$ cat src/rtl/ssc_pkg.sv
package ssc_pkg;
  localparam int unsigned DEF_SETUP_CYC  = 4;
  localparam int unsigned DEF_PIPE_LAT   = 3;
  localparam int unsigned DEF_IDLE_LIMIT = 16;
endpackage

$ cat src/rtl/ssc_setup_timer.sv
module ssc_setup_timer #(
  parameter int unsigned SETUP_CYC = 4
) (
  input  logic clk_i,
  input  logic rst_ni,
  input  logic load_i,
  output logic ready_o
);
  localparam int unsigned CW = $clog2(SETUP_CYC + 1);

  logic [CW-1:0] cnt_q;

  always_ff @(posedge clk_i or negedge rst_ni) begin
    if (!rst_ni)              cnt_q <= '0;
    else if (load_i)          cnt_q <= CW'(SETUP_CYC);
    else if (cnt_q != '0)     cnt_q <= cnt_q - 1'b1;
  end

  assign ready_o = (cnt_q == '0);

  AST_SETUP_DROP: assert property (@(posedge clk_i) disable iff (!rst_ni)
    load_i |=> !ready_o);
endmodule

$ cat src/rtl/ssc_idle_monitor.sv
module ssc_idle_monitor #(
  parameter int unsigned LIMIT = 16
) (
  input  logic clk_i,
  input  logic rst_ni,
  input  logic clear_i,
  input  logic tick_i,
  output logic expired_o
);
  localparam int unsigned CW = $clog2(LIMIT + 1);
  localparam logic [CW-1:0] MAXV = CW'(LIMIT);

  logic [CW-1:0] cnt_q;

  always_ff @(posedge clk_i or negedge rst_ni) begin
    if (!rst_ni)                      cnt_q <= '0;
    else if (clear_i)                 cnt_q <= '0;
    else if (tick_i && cnt_q != MAXV) cnt_q <= cnt_q + 1'b1;
  end

  assign expired_o = (cnt_q == MAXV);

  AST_IDLE_BOUND: assert property (@(posedge clk_i) disable iff (!rst_ni)
    cnt_q <= MAXV);
endmodule

$ cat src/rtl/ssc_lat_pipe.sv
module ssc_lat_pipe #(
  parameter int unsigned LAT = 3
) (
  input  logic clk_i,
  input  logic rst_ni,
  input  logic in_i,
  output logic out_o,
  output logic empty_o
);
  logic [LAT-1:0] sr_q;

  always_ff @(posedge clk_i or negedge rst_ni) begin
    if (!rst_ni) sr_q[0] <= 1'b0;
    else         sr_q[0] <= in_i;
  end

  for (genvar g = 1; g < LAT; g++) begin : g_stage
    always_ff @(posedge clk_i or negedge rst_ni) begin
      if (!rst_ni) sr_q[g] <= 1'b0;
      else         sr_q[g] <= sr_q[g-1];
    end
  end

  assign out_o   = sr_q[LAT-1];
  assign empty_o = ~|sr_q;

  AST_PIPE_DRAIN: assert property (@(posedge clk_i) disable iff (!rst_ni)
    (empty_o && !in_i) |=> !out_o);
endmodule

$ cat src/rtl/stream_session_ctrl.sv
module stream_session_ctrl
  import ssc_pkg::*;
#(
  parameter int unsigned SETUP_CYC  = DEF_SETUP_CYC,
  parameter int unsigned PIPE_LAT   = DEF_PIPE_LAT,
  parameter int unsigned IDLE_LIMIT = DEF_IDLE_LIMIT
) (
  input  logic clk_i,
  input  logic rst_ni,
  input  logic start_i,
  input  logic dkey_req_i,
  input  logic tkey_req_i,
  input  logic in_valid_i,
  output logic in_ready_o,
  output logic busy_o,
  output logic finish_o,
  output logic out_valid_o,
  output logic dkey_grant_o,
  output logic tkey_grant_o
);
  logic busy_q;
  logic ready;
  logic start_ok;
  logic accept;
  logic idle_tick;
  logic expired;
  logic pipe_empty;
  logic finish;

  assign start_ok  = start_i & ~busy_q;
  assign accept    = in_valid_i & ready;
  assign idle_tick = busy_q & ready & ~accept;
  // close only once nothing is still in flight
  assign finish    = busy_q & expired & pipe_empty & ~accept;

  ssc_setup_timer #(.SETUP_CYC(SETUP_CYC)) u_setup (
    .clk_i   (clk_i),
    .rst_ni  (rst_ni),
    .load_i  (start_ok),
    .ready_o (ready)
  );

  ssc_idle_monitor #(.LIMIT(IDLE_LIMIT)) u_idle (
    .clk_i     (clk_i),
    .rst_ni    (rst_ni),
    .clear_i   (start_ok | accept | finish),
    .tick_i    (idle_tick),
    .expired_o (expired)
  );

  ssc_lat_pipe #(.LAT(PIPE_LAT)) u_pipe (
    .clk_i   (clk_i),
    .rst_ni  (rst_ni),
    .in_i    (accept),
    .out_o   (out_valid_o),
    .empty_o (pipe_empty)
  );

  always_ff @(posedge clk_i or negedge rst_ni) begin
    if (!rst_ni)                  busy_q <= 1'b0;
    else if (start_ok || accept)  busy_q <= 1'b1;
    else if (finish)              busy_q <= 1'b0;
  end

  assign busy_o       = busy_q;
  assign in_ready_o   = ready;
  assign finish_o     = finish;
  assign dkey_grant_o = dkey_req_i & ~busy_q;
  assign tkey_grant_o = tkey_req_i & ~busy_q;

  AST_START_BUSY: assert property (@(posedge clk_i) disable iff (!rst_ni)
    (start_i && !busy_o) |=> (busy_o && !in_ready_o));
  AST_BUSY_CAUSE: assert property (@(posedge clk_i) disable iff (!rst_ni)
    $rose(busy_o) |-> $past(start_i || (in_valid_i && in_ready_o)));
  AST_FINISH_ONE: assert property (@(posedge clk_i) disable iff (!rst_ni)
    finish_o |=> (!busy_o && !finish_o));
  AST_RESUME_READY: assert property (@(posedge clk_i) disable iff (!rst_ni)
    finish_o |=> in_ready_o);
  AST_BUSY_NO_RESTART: assert property (@(posedge clk_i) disable iff (!rst_ni)
    (busy_o && in_ready_o && start_i) |=> in_ready_o);
endmodule

$ cat config.mk
export PLATFORM = sky130hd
export DESIGN_NAME = stream_session_ctrl
export DESIGN_NICKNAME = d
export VERILOG_FILES = /design/src/rtl/ssc_pkg.sv /design/src/rtl/ssc_setup_timer.sv /design/src/rtl/ssc_idle_monitor.sv /design/src/rtl/ssc_lat_pipe.sv /design/src/rtl/stream_session_ctrl.sv
export SDC_FILE = /design/constraint.sdc
export NUM_CORES = 1
export LEC_CHECK = 0
export CAP_MARGIN = 5
export CORE_ASPECT_RATIO = 0.9
export CORE_MARGIN = 5
export CORE_UTILIZATION = 30
export DETAILED_ROUTE_END_ITERATION = 10
export DONT_BUFFER_PORTS = 1
export GPL_ROUTABILITY_DRIVEN = 0
export SETUP_SLACK_MARGIN = 0.02
export SLEW_MARGIN = 20
export SYNTH_ARGS = -nofsm -noshare
export SYNTH_HDL_FRONTEND = slang
export SYNTH_SLANG_ARGS = --single-unit
$ cat constraint.sdc
create_clock -name clk_i -period 3.5 [get_ports clk_i]
set_input_delay 0.35 -clock clk_i [delete_from_list [all_inputs] [get_ports clk_i]]
set_output_delay 0.35 -clock clk_i [all_outputs]
set_load 0.01 [all_outputs]
# ---- Word-level counts from Yosys, hierarchy flattened
# Cells that the tools add are included.
dict set report classes {
  add_sub_neg 2
  n_eq_ne 2
  n_mux 6
  n_bitwise 13
  n_reduce_logical 9
}
# operator n
set ops {}
lappend ops {{5-bit two-way mux} 2}
lappend ops {{1-bit bitwise AND} 9}
lappend ops {{3-bit two-way mux} 2}
lappend ops {{2-bit nonzero test} 3}
lappend ops {{5-bit by 1-bit adder with 5-bit output (second input constant)} 1}
lappend ops {{5-bit == test (second input constant)} 1}
lappend ops {{5-bit inequality test (second input constant)} 1}
lappend ops {{3-bit zero test} 1}
lappend ops {{3-bit nonzero test} 1}
lappend ops {{3-bit OR reduction} 1}
lappend ops {{3-bit by 1-bit subtractor with 3-bit output (second input constant)} 1}
lappend ops {{1-bit two-way mux} 2}
lappend ops {{1-bit NOT} 2}
lappend ops {{1-bit bitwise OR} 2}
lappend ops {{1-bit logical AND} 1}
lappend ops {{1-bit zero test} 1}
lappend ops {{1-bit logical OR} 1}
dict set report word_totals {
  ff_bits 12
  inputBits 6
  out_inout_bits 6
  elab_cells 38
}

# ---- Longest topological paths before layout
dict set report logic_depth {
  word_depth 7
  depth_mapped 6
  ltp_nobuf 5
}

# ---- Cells and area by module
# A second synthesis with hierarchy kept.
dict set report hier_totals {
  cells_unflattened 60
  area_unflattened_um2 644.4
}
# mod instances cells_each area_each_um2 seq_area_each_um2
set modules_own_cells {}
lappend modules_own_cells {ssc_idle_monitor 1 27 280.3 125.1}
lappend modules_own_cells {ssc_setup_timer 1 16 183.9 75.1}
lappend modules_own_cells {stream_session_ctrl 1 13 95.1 25.0}
lappend modules_own_cells {ssc_lat_pipe 1 4 85.1 75.1}

# ---- Worst setup path after synthesis
# Ideal clock, no wire load.
dict set report synth_path {
  kind {register to register}
  from {register busy_q (netlist: busy_o)}
  to {register u_idle.cnt_q[1]}
  setup_time_ns 0.122
  t_arrival_ns 1.454
  required_time_ns 3.378
  slack_ns 1.925
  stages_incl_launch_ff 4
  n_path_buf 0
  period_less_slack_ns 1.575
  path_cell_list {dfrtp_1 or4b_4 mux2_2 a32o_1}
}
dict set report synth_via {
  elab_chain_cells 5
  word_cells_on_any_way 12
  classes_between {mux (1); bitwise (9); reduce/logical (2)}
}
# item line
set synth_lines {}
lappend synth_lines {{from (decl)} stream_session_ctrl.sv:21} ;# logic busy_q;
lappend synth_lines {{from (signal assigned)} stream_session_ctrl.sv:60} ;# if (!rst_ni) busy_q <= 1'b0;
lappend synth_lines {{from (signal assigned)} stream_session_ctrl.sv:61} ;# else if (start_ok || accept) busy_q <= 1'b1;
lappend synth_lines {{from (signal assigned)} stream_session_ctrl.sv:62} ;# else if (finish) busy_q <= 1'b0;
lappend synth_lines {{1-bit bitwise AND / 1-bit NOT (equally long branches)} {stream_session_ctrl.sv:34, stream_session_ctrl.sv:30}}
lappend synth_lines {{1-bit bitwise AND, on equally long branches} {stream_session_ctrl.sv:34, stream_session_ctrl.sv:30}}
lappend synth_lines {{1-bit bitwise AND / 1-bit bitwise OR (equally long branches)} {stream_session_ctrl.sv:34, stream_session_ctrl.sv:46}}
lappend synth_lines {{1-bit bitwise OR} stream_session_ctrl.sv:46} ;# .clear_i (start_ok | accept | finish),
lappend synth_lines {{5-bit two-way mux / 2-bit nonzero test (equally long branches)} -}
lappend synth_lines {{to (signal assigned)} ssc_idle_monitor.sv:18} ;# else if (tick_i && cnt_q != MAXV) cnt_q <= cnt_q + 1'b1;
lappend synth_lines {{to (decl)} ssc_idle_monitor.sv:13} ;# logic [CW-1:0] cnt_q;
# Parallel ways exist; a longest one is shown, timed or not.
# A chain may end at the register's enable or synchronous reset.

# ---- Final worst setup path
dict set report layout_path {
  from {register busy_q (netlist: busy_o)}
  to {output finish_o}
}
dict set report layout_via {
  elab_chain_cells 3
}
# item line
set layout_lines {}
lappend layout_lines {{1-bit bitwise AND (3 in series)} stream_session_ctrl.sv:34} ;# assign finish = busy_q & expired & pipe_empty & ~accept;
lappend layout_lines {{to (decl)} stream_session_ctrl.sv:16} ;# output logic finish_o,
# Every way passes these cells.

==> summary.txt <==
Outcome
  • Outcome: completed

Die
  • Placement row count: 15
  • Starting density of the core: about a third
  • Chip height: 53.80 um
  • Core box area: between 1500 and 2000 um^2
  • Chip Width: 58.66 um
  • Overall die area: 3156 um^2
  • Ports placed on the boundary: 12

Cells and area
  • Number of diodes added for antenna fixing: 0
  • Most common cell after layout, fill and taps aside: dfrtp_1
  • Synth-to-layout area growth: 11.55%
  • Non-filler cells, final: between 90 and 100
  • Layout Cell Area excl Fill: roughly 710 um^2
  • Top library cells by usage in the layout, fill and taps aside: dfrtp_1, inv_1
  • Ratio of cells with drive above 1 in the final layout: 10.61%
  • NumNets Final: 77

Global route
  • First-pass GRT wire length: approximately 2100 um
  • Maximum number of pins on one net before global-route repair: 13
  • Total global routing track utilization: under 10%
  • Antenna violations before repair: 0
  • Grt total ovfl: 0
  • Number of global-route vias before repair: between 400 and 500

CTS
  • CTS root buf: clkbuf_4
  • Clock network latency to the later pin of the worst-skew pair: ~0.27 ns
  • Gates resized, CTS repair: 0
  • Number of CTS-inserted buffers: 3
  • CTS tree: done
  • Maximum level of the CTS H-tree: 1
  • Clock transition at the registers of the reported paths: 0.08 ns
  • Worst-case clock buffer depth: 2
  • Clk sink count: 12

Setup path
  • Crit Reg-Reg Endpoint: u_idle.cnt_q[1]
  • CP Max Fanout: 8
  • Launching element type of the critical path: flip-flop
  • Termination of the worst setup path: finish_o
  • Class of the most critical setup path: reg -> out
  • Worst reg-to-reg setup slack: between 1.5 and 2 ns
  • Source of the critical timing path: busy_o
  • Number of cells on the worst reg-to-reg path: 5
  • CP endpoint kind: output port
  • CP required: 3.15 ns
  • Crit path arrival time: about 1.7 ns
  • FF-to-FF Start: u_setup.cnt_q[0]

Timing
  • Final hold vios: 0
  • Layout Skew: ~0.0075 ns
  • Transition time at the pin with the least slew margin: ~0.55 ns
  • Maximum operating frequency: about 500 MHz
  • Setup total negative slack: 0 ns
  • Worst slew margin relative to its limit: 63.33%
  • Worst hold margin: 0.2521 ns
  • Slew Limit Fails: 0
  • Setup violators final: 0
  • Setup repair after global routing missed its margin: no
  • Final critical-path required period: 2.006 ns
  • Final period utilization: about 57%
  • Final critical-path setup slack: around 1.5 ns

Synthesis
  • Number of instances in the synthesized netlist: 62
  • Flip-flop and latch count after synthesis: 12
  • Post-synthesis net count: between 70 and 80
  • Cell type with the largest total area after synthesis: dfrtp_1
  • Mean post-synth cell area: ~10 um^2
  • Dominant cells by area after synthesis: dfrtp_1, ha_1, inv_1
  • Synth warnings: 0
  • Synth Cell Area: ~640 um^2
  • Sequential element share of the synthesized area: 46.97%
  • Post-synth top area share: 46.97%
  • Distinct cells, synth: 26

Route
  • Total number of vias: between 400 and 500
  • Detailed Route WL: about 1200 um
  • Average vias per placed instance: 5.363
  • # DRC: 0
  • Mean routed wirelength per cell: 13.58 um
  • Violation count after the first detailed-routing iteration: 8
  • Remaining antenna violation count after routing: 0
  • First-pass iteration count of the detailed router: 4

Job
  • Number of maximum-capacitance constraint violations: 0

Placed design
  • Cell area after placement: between 600 and 700 um^2
  • Placed Cells: 86
  • Worst setup timing slack at the placement stage: 1.754 ns
  • Estimated wirelength of the detail-placed design: slightly above 900 um
  • Quantity of I/O buffers inserted on ports: 0

Pwr
  • Worst IR drop on VDD: 0.3799 mV
  • Leakage Power: roughly 0.32 nW
  • Fraction of power spent switching nets: 34.35%
  • Clock Power Share: approximately 23%
  • Combinational Power Share: around a third
  • Internal power of the cells: ~0.32 mW
  • Switch Pwr: 0.1660 mW
  • Areal power density over the cells: 677.8 nW/um^2
  • Relative contribution of sequential cells to total power: about 43%

Hold path
  • Worst hold-check path type: in -> reg
worst max-delay path: stages (launching register included):
cell,delay (ns)
dfrtp_1,0.49
or4b_4,0.52
nor3_1,0.37
worst min-delay path by stage:
stage / from / endpoint / slack, ns / depth (start not counted)
floorplan: rst_ni / busy_o / 0.05 / 0
global placement: rst_ni / busy_o / 0.05 / 0
detailed placement: rst_ni / busy_o / 0.05 / 0
CTS: start_i / busy_o / 0.24 / 2
global route: start_i / busy_o / 0.26 / 2
finish: start_i / busy_o / 0.25 / 2
cell type report:
class	instances	area [um^2]
Clock buffer	4	36.28
Fill cell	196	1257
Inverter	7	26.28
Multi-Input combinational cell	42	309.0
Sequential cell	12	300.3
Tap cell	25	31.28
Timing Repair Buffer	1	10.01
timing repair:
action	CTS	global route
buffers inserted	0	0
hold buffers	1	0
endpoints found under the hold margin	12	0
setup endpoints to repair	0	0
flip-flops by register name, indices dropped and copies added (netlist names):
register and cells:
u_pipe.sr_q 2, u_pipe.out_o 1, u_idle.cnt_q 5, u_setup.cnt_q 3, busy_o 1
kinds of logic (layout without fill, tap and decap cells):
group	Yosys count	in the layout	share of synthesized area [%]
compound gates	14	14	13.90
buf+inv	8	12	4.697
xor+xnor	1	1	1.370
fa+ha+maj	4	4	7.828
mux	1	1	1.761
simple gates	22	22	23.48
flops	12	12	46.97
cells in the mapped netlist:
cell       instances
dfrtp_1           12
inv_1              7
a21oi_1            4
ha_1               4
nor2_1             4
o21ai_0            4
and2b_1            3
nand3_1            2
nand4bb_1          2
nor2b_1            2
nor3_1             2
or3_1              2
a211oi_1           1
a21boi_0           1
a31o_2             1
a32o_1             1
clkbuf_1           1
mux2_2             1
nand2b_1           1
nand3b_1           1
nor4bb_1           1
o211ai_1           1
o31ai_1            1
or4_1              1
or4b_4             1
xnor2_1            1
routing by layer:
| metal | vias to the layer above | part of all wire [%] | GRT usage (%) |
|---|---|---|---|
| li1 | 232 | - | - |
| met3 | 2 | 12 | 5.276 |
| met5 | - | 0 | 0 |
| met2 | 25 | 38 | 13.01 |
| met4 | 0 | 1.4 | 3.396 |
| met1 | 229 | 48 | 11.94 |
power groups by stage:
| stage | Combinational (mW) | Sequential, mW | Clock [mW] |
|---|---|---|---|
| 6_report | 0.167 | 0.207 | 0.110 |
| 2_1_floorplan | 0.135 | 0.202 | 0 |
| 3_5_place_dp | 0.160 | 0.210 | 0 |
| 4_1_cts | 0.165 | 0.207 | 0.114 |
| 3_3_place_gp | 0.156 | 0.208 | 0 |
| 5_1_grt | 0.189 | 0.213 | 0.122 |
metrics by stage:
stage	total power, mW	util [%]
2_1_floorplan	0.3371	-
3_3_place_gp	0.3640	33.84
3_5_place_dp	0.3694	33.84
4_1_cts	0.4863	36.19
5_1_grt	0.5239	36.19
6_report	0.4834	36.19
Power figures use the tool's default switching activity.
